==> src/rtl/gpio5_pkg.sv <==
package gpio5_pkg;

    localparam int ANA_W = 4;

    typedef enum logic [1:0] {
        OP_LOAD = 2'b00,
        OP_SET  = 2'b01,
        OP_CLR  = 2'b10,
        OP_NONE = 2'b11
    } bus_op_e;

    typedef enum logic [1:0] {
        ANA_LOW4 = 2'b00,
        ANA_LOW2 = 2'b01,
        ANA_LOW1 = 2'b10,
        ANA_NONE = 2'b11
    } ana_mode_e;

    localparam logic [1:0] ADDR_PORT = 2'd0;
    localparam logic [1:0] ADDR_DIR  = 2'd1;
    localparam logic [1:0] ADDR_ANA  = 2'd2;

    function automatic logic [ANA_W-1:0] ana_mask(input ana_mode_e m);
        unique case (m)
            ANA_LOW4: ana_mask = 4'b1111;
            ANA_LOW2: ana_mask = 4'b0011;
            ANA_LOW1: ana_mask = 4'b0001;
            ANA_NONE: ana_mask = 4'b0000;
        endcase
    endfunction

endpackage

==> src/rtl/gpio5_sync.sv <==
module gpio5_sync #(
    parameter int W      = 5,
    parameter int STAGES = 2
) (
    input  logic         clk,
    input  logic         rst_n,
    input  logic [W-1:0] d,
    output logic [W-1:0] q
);
    logic [W-1:0] st [STAGES];

    always_ff @(posedge clk or negedge rst_n) begin
        if (!rst_n) begin
            for (int k = 0; k < STAGES; k++) st[k] <= '0;
        end else begin
            st[0] <= d;
            for (int k = 1; k < STAGES; k++) st[k] <= st[k-1];
        end
    end

    assign q = st[STAGES-1];
endmodule

==> src/rtl/gpio5_regs.sv <==
module gpio5_regs
    import gpio5_pkg::*;
#(
    parameter int PW    = 5,
    parameter int REG_W = 8
) (
    input  logic                       clk,
    input  logic                       rst_n,
    input  logic                       bus_sel,
    input  logic                       bus_wr,
    input  logic [1:0]                 bus_addr,
    input  logic [1:0]                 bus_op,
    input  logic [$clog2(REG_W)-1:0]   bus_bit,
    input  logic [REG_W-1:0]           bus_wdata,
    input  logic [PW-1:0]              port_rd,
    output logic [PW-1:0]              latch_q,
    output logic [PW-1:0]              dir_q,
    output ana_mode_e                  ana_q,
    output logic [REG_W-1:0]           bus_rdata
);
    localparam int IDX_W = $clog2(REG_W);
    localparam logic [IDX_W-1:0] PW_IDX = IDX_W'(PW);

    bus_op_e     op;
    logic        wr_en;
    logic        bit_ok;
    logic        op_ok;
    logic [PW-1:0] bmask;
    logic        unused_wbits;

    assign op           = bus_op_e'(bus_op);
    assign wr_en        = bus_sel && bus_wr;
    assign bit_ok       = bus_bit < PW_IDX;
    assign op_ok        = (op == OP_LOAD) || (((op == OP_SET) || (op == OP_CLR)) && bit_ok);
    assign bmask        = PW'(1) << bus_bit;
    assign unused_wbits = ^bus_wdata[REG_W-1:PW];

    function automatic logic [PW-1:0] modify(input logic [PW-1:0] base,
                                             input bus_op_e o,
                                             input logic [PW-1:0] m,
                                             input logic [PW-1:0] data);
        unique case (o)
            OP_LOAD: modify = data;
            OP_SET:  modify = base | m;
            OP_CLR:  modify = base & ~m;
            OP_NONE: modify = base;
        endcase
    endfunction

    always_ff @(posedge clk or negedge rst_n) begin
        if (!rst_n) begin
            latch_q <= '0;
            dir_q   <= '1;
            ana_q   <= ANA_LOW4;
        end else if (wr_en && op_ok) begin
            unique case (bus_addr)
                ADDR_PORT: latch_q <= modify(port_rd, op, bmask, bus_wdata[PW-1:0]);
                ADDR_DIR:  dir_q   <= modify(dir_q, op, bmask, bus_wdata[PW-1:0]);
                ADDR_ANA:  if (op == OP_LOAD) ana_q <= ana_mode_e'(bus_wdata[1:0]);
                default:   ;
            endcase
        end
    end

    always_comb begin
        bus_rdata = '0;
        unique case (bus_addr)
            ADDR_PORT: bus_rdata[PW-1:0] = port_rd;
            ADDR_DIR:  bus_rdata[PW-1:0] = dir_q;
            ADDR_ANA:  bus_rdata[1:0]    = ana_q;
            default:   bus_rdata = '0;
        endcase
    end

    assert_port_load_R4: assert property (@(posedge clk) disable iff (!rst_n)
        (wr_en && bus_addr == ADDR_PORT && op == OP_LOAD)
        |=> latch_q == $past(bus_wdata[PW-1:0]));

    assert_port_set_bit_R5: assert property (@(posedge clk) disable iff (!rst_n)
        (wr_en && bus_addr == ADDR_PORT && op == OP_SET && bit_ok)
        |=> (latch_q & $past(bmask)) == $past(bmask));

    assert_dir_upper_zero_R8: assert property (@(posedge clk) disable iff (!rst_n)
        (bus_addr == ADDR_DIR) |-> bus_rdata[REG_W-1:PW] == '0);

    assert_dir_bad_index_R10: assert property (@(posedge clk) disable iff (!rst_n)
        (wr_en && bus_addr == ADDR_DIR && op != OP_LOAD && !bit_ok)
        |=> $stable(dir_q));

    assert_ana_bitop_ignored_R11: assert property (@(posedge clk) disable iff (!rst_n)
        (wr_en && bus_addr == ADDR_ANA && op != OP_LOAD) |=> $stable(ana_q));
endmodule

==> src/rtl/gpio5_drive.sv <==
module gpio5_drive
    import gpio5_pkg::*;
#(
    parameter int PW = 5
) (
    input  logic [PW-1:0] latch_q,
    input  logic [PW-1:0] dir_q,
    input  ana_mode_e     ana_q,
    input  logic [PW-1:0] pin_sync,
    output logic [PW-1:0] pad_out,
    output logic [PW-1:0] pad_oe,
    output logic [PW-1:0] port_rd,
    output logic          tmr_clk
);
    localparam int OD_BIT = PW - 1;

    logic [ANA_W-1:0] amask;
    assign amask = ana_mask(ana_q);

    for (genvar i = 0; i < PW; i++) begin : g_bit
        if (i == OD_BIT) begin : g_od
            assign pad_out[i] = 1'b0;
            assign pad_oe[i]  = ~dir_q[i] & ~latch_q[i];
        end else begin : g_pp
            assign pad_out[i] = latch_q[i];
            assign pad_oe[i]  = ~dir_q[i];
        end
        if (i < ANA_W) begin : g_ana
            assign port_rd[i] = pin_sync[i] & ~amask[i];
        end else begin : g_dig
            assign port_rd[i] = pin_sync[i];
        end
    end

    assign tmr_clk = pin_sync[OD_BIT];
endmodule

==> src/rtl/gpio5_port.sv <==
module gpio5_port
    import gpio5_pkg::*;
#(
    parameter int PW          = 5,
    parameter int REG_W       = 8,
    parameter int SYNC_STAGES = 2
) (
    input  logic                     clk,
    input  logic                     rst_n,
    input  logic                     bus_sel,
    input  logic                     bus_wr,
    input  logic [1:0]               bus_addr,
    input  logic [1:0]               bus_op,
    input  logic [$clog2(REG_W)-1:0] bus_bit,
    input  logic [REG_W-1:0]         bus_wdata,
    output logic [REG_W-1:0]         bus_rdata,
    input  logic [PW-1:0]            pad_in,
    output logic [PW-1:0]            pad_out,
    output logic [PW-1:0]            pad_oe,
    output logic                     tmr_clk
);
    localparam int OD_BIT = PW - 1;

    logic [PW-1:0] pin_sync;
    logic [PW-1:0] port_rd;
    logic [PW-1:0] latch_q;
    logic [PW-1:0] dir_q;
    ana_mode_e     ana_q;

    gpio5_sync #(.W(PW), .STAGES(SYNC_STAGES)) u_sync (
        .clk   (clk),
        .rst_n (rst_n),
        .d     (pad_in),
        .q     (pin_sync)
    );

    gpio5_regs #(.PW(PW), .REG_W(REG_W)) u_regs (
        .clk       (clk),
        .rst_n     (rst_n),
        .bus_sel   (bus_sel),
        .bus_wr    (bus_wr),
        .bus_addr  (bus_addr),
        .bus_op    (bus_op),
        .bus_bit   (bus_bit),
        .bus_wdata (bus_wdata),
        .port_rd   (port_rd),
        .latch_q   (latch_q),
        .dir_q     (dir_q),
        .ana_q     (ana_q),
        .bus_rdata (bus_rdata)
    );

    gpio5_drive #(.PW(PW)) u_drive (
        .latch_q  (latch_q),
        .dir_q    (dir_q),
        .ana_q    (ana_q),
        .pin_sync (pin_sync),
        .pad_out  (pad_out),
        .pad_oe   (pad_oe),
        .port_rd  (port_rd),
        .tmr_clk  (tmr_clk)
    );

    assert_od_release_R6: assert property (@(posedge clk) disable iff (!rst_n)
        (bus_sel && bus_wr && bus_addr == ADDR_PORT && bus_op == OP_LOAD && bus_wdata[OD_BIT])
        |=> !pad_oe[OD_BIT]);

    assert_od_never_high_R6: assert property (@(posedge clk) disable iff (!rst_n)
        !(pad_oe[OD_BIT] && pad_out[OD_BIT]));

    assert_input_no_drive_R2: assert property (@(posedge clk) disable iff (!rst_n)
        (bus_sel && bus_wr && bus_addr == ADDR_DIR && bus_op == OP_LOAD)
        |=> ((pad_oe & $past(bus_wdata[PW-1:0])) == '0));
endmodule

==> config.mk <==
export PLATFORM = sky130hd
export DESIGN_NAME = gpio5_port
export DESIGN_NICKNAME = d
export VERILOG_FILES = /design/src/rtl/gpio5_pkg.sv /design/src/rtl/gpio5_sync.sv /design/src/rtl/gpio5_regs.sv /design/src/rtl/gpio5_drive.sv /design/src/rtl/gpio5_port.sv
export SDC_FILE = /design/constraint.sdc
export NUM_CORES = 1
export LEC_CHECK = 0
export BUFFER_PORTS_ARGS = -buffer_cell sky130_fd_sc_hd__buf_4
export CAP_MARGIN = 20
export CORE_ASPECT_RATIO = 1.25
export CORE_MARGIN = 1.5
export CORE_UTILIZATION = 54
export DETAILED_ROUTE_END_ITERATION = 10
export PLACE_DENSITY = 0.84
export REMOVE_ABC_BUFFERS = 1
export SLEW_MARGIN = 20
export SYNTH_ARGS = -nofsm -noshare
export SYNTH_HDL_FRONTEND = slang
export SYNTH_SLANG_ARGS = --single-unit
==> constraint.sdc <==
create_clock -name clk -period 2.2 [get_ports clk]
set_input_delay 0.11 -clock clk [delete_from_list [all_inputs] [get_ports clk]]
set_output_delay 0.11 -clock clk [all_outputs]
set_load 0.02 [all_outputs]
==> metrics.txt <==
cells on worst reg2reg path 4; Gates resized, CTS repair 0; Post-CTS Setup Inserts 0; Tot Pwr 1290 µW; critical path's top delay family flip-flops; CTS tree built; Peak supply drop 0.574 mV; mux contribution to synthesized area 1.52%; htree depth 1; total track usage 25.4%; setup violators final 0; final worst setup slack 0.584 ns; wire per inst 15.0 µm; adder-cell area share of the yosys netlist 4.73%; post-route minimum period 1.62 ns; # IOs 43; Setup TNS 0 ns; Net count, final 207; first-pass GRT wire length 4.91 mm; Crit path required time 2.09 ns; asr flop ratio synth 100%; largest family of logic cells by synthesized area compound AO/OA/AOI/OAI gates; vias in the first global route 1,092; top_reg_cell synth dfrtp_1; EDFF count, synth 0; Post-Route WL 3.12 mm; sequential cell area fraction in the yosys report 42.1%; Synth Area in Compound Gates 23.9%; post-synthesis instance total 142; CP Launch Type flop; worst skew pair latency 0.32 ns; Num CTS Buffers 3; Static Leak 0.000810 µW; Worst path slowest cell dfrtp_1; chip width 47.2 µm; Crit Path Max Fanout 6; Reg clk slew, reported paths 0.12 ns; Synth-to-Final Area Change 25.6%; most common cell after layout, fill and taps aside buf_4; DRC 0; WP depth 5; core box area 2260 µm²; Synth Area in XOR/XNOR 0%; clk_skew 0.00118 ns; Data arrival, critical path 1.51 ns; RSZ-0062 raised after global routing false; CTS sink count 22; initial antenna violation count 0; Fillers 173; Initial Utilization 58.5%; Die Y 58.3 µm; Final Cycle Share 73.4%; Post-DP HPWL 2.24 mm; root buffer cell clkbuf_4; Iter 0 DRT Violations 38; via/cell ratio 5.64; die area 2750 µm²; # port buffers 35; layout cells sized above 1 27.7%; Final Slew Violations 0; first-pass detailed-route iteration total 4; crit path kind flop to output port; MaxCap Viol Count 0; hold-fix buffer count after cts 6; most used cell, CP nor2_1; CP cell instances o21ai_0, nor2_1, a21oi_1, nor2_1, buf_4; Overflow after GRT 0; Netlist cell types 43; PwrDens 776 nW/µm²; final-report hold violation count 0; via count 1,174; CP max stage delay 0.45 ns; crit path capture type output port; Ys Warns 0; clk buf depth 2; site row count 19; largest net degree at the start of global routing 23; min-delay worst type input pin to flop; status complete, no violations; Simple-Gate Fraction of Synth Area 17.4%; # diodes 0; Mapped Area 1320 µm²; syn_area_per_cell 9.30 µm²; Final Core Density 73.5%; #FFs+latches synth 22; RePlAce Congestion 0.892; commonest non-fill, non-tap cells in the layout buf_4 (36), dfrtp_1 (17), a21oi_1 (15); post-route antenna net violation count 0; hold depth 3; CP bufs+invs 1; dpl ws 0.723 ns; achievable frequency 0.619 GHz
## state kept, by name, indices dropped and copies added (netlist names)
| register | flops |
|---|---|
| u_regs.latch_q | 5 |
| u_regs.dir_q | 5 |
| u_sync.st | 5 |
| u_regs.ana_q | 2 |
| u_sync.q | 5 |
## metal layers
metal  vias up  GRT usage (%)  part of all wire, %
met4         0           13.9                  3.2
met2        56           41.3                   51
met5         -              0                    0
met3         9           3.07                  6.2
met1       552           31.5                   39
li1        557              -                    -
## per-stage QoR
stage / std cells / instance area (µm²) / hold slack, ns
after global placement: 198 / 1550 / 0.00850
final: 208 / 1660 / 0.0760
after floorplan: 131 / 1240 / -0.186
after global routing: 208 / 1660 / 0.0693
after detailed placement: 198 / 1550 / 0.0135
after CTS: 208 / 1660 / 0.0762
## synthesized netlist by cell type, drive strengths merged (2+ instances only)
cell	n	area share [%]
a211oi	2	1.1
nand3b	2	1.1
buf	11	6.3
mux2i	2	1.5
nor3	3	1.1
ha	5	4.7
a21oi	15	5.7
a22o	2	1.3
clkbuf	3	0.85
o22ai	3	1.4
inv	10	2.8
nand2b	4	1.9
nor2b	4	1.9
o211a	2	1.5
dfstp	5	9.9
o21ai	8	3.0
o211ai	2	2.2
dfrtp	17	32
nor3b	2	1.5
nor2	10	2.8
o31ai	3	1.7
a21o	2	1.1
nand2	9	2.6
## final timing paths
kind	from	end	slack (ns)
max in group asynchronous	rst_n	u_regs.dir_q[4]	1.73
min in group asynchronous	rst_n	u_regs.latch_q[2]	0.20
worst max register to register	u_regs.ana_q[1]	u_regs.latch_q[1]	0.69
worst max-delay path	u_regs.ana_q[1]	bus_rdata[3]	0.58
worst min register to register	u_sync.st[5]	u_sync.q[0]	0.36
worst min-delay path	bus_wdata[1]	u_regs.ana_q[1]	0.08
## where the power goes
group          switching, µW  total [µW]  internal, µW
clock network            133         317           185
logic                    240         431           191
registers               45.5         539           493
## tightest hold or removal path, stage by stage
cell and delay (ns):
buf_4 0.12, inv_1 0.06, o21ai_0 0.08
## final cells by class
class | count | area, µm² | share of cell area (%)
Clock inverter | 1 | 30.0 | 1.81
Tap cell | 31 | 38.8 | 2.34
Inverter | 10 | 37.5 | 2.26
Sequential cell | 22 | 557 | 33.6
Timing Repair Buffer | 42 | 330 | 19.9
Multi-Input combinational cell | 99 | 643 | 38.8
Clock buffer | 3 | 22.5 | 1.36
## kinds of logic (layout without fill, tap and decap cells)
logic type,count (synthesis),count (layout)
AO/OA/AOI/OAI,46,46
adder cells (fa/ha/maj),5,5
buffers and inverters,24,56
flip-flops,22,22
multiplexers,2,2
other,1,4
AND/OR/NAND/NOR,42,42
Power figures use the tool's default switching activity.
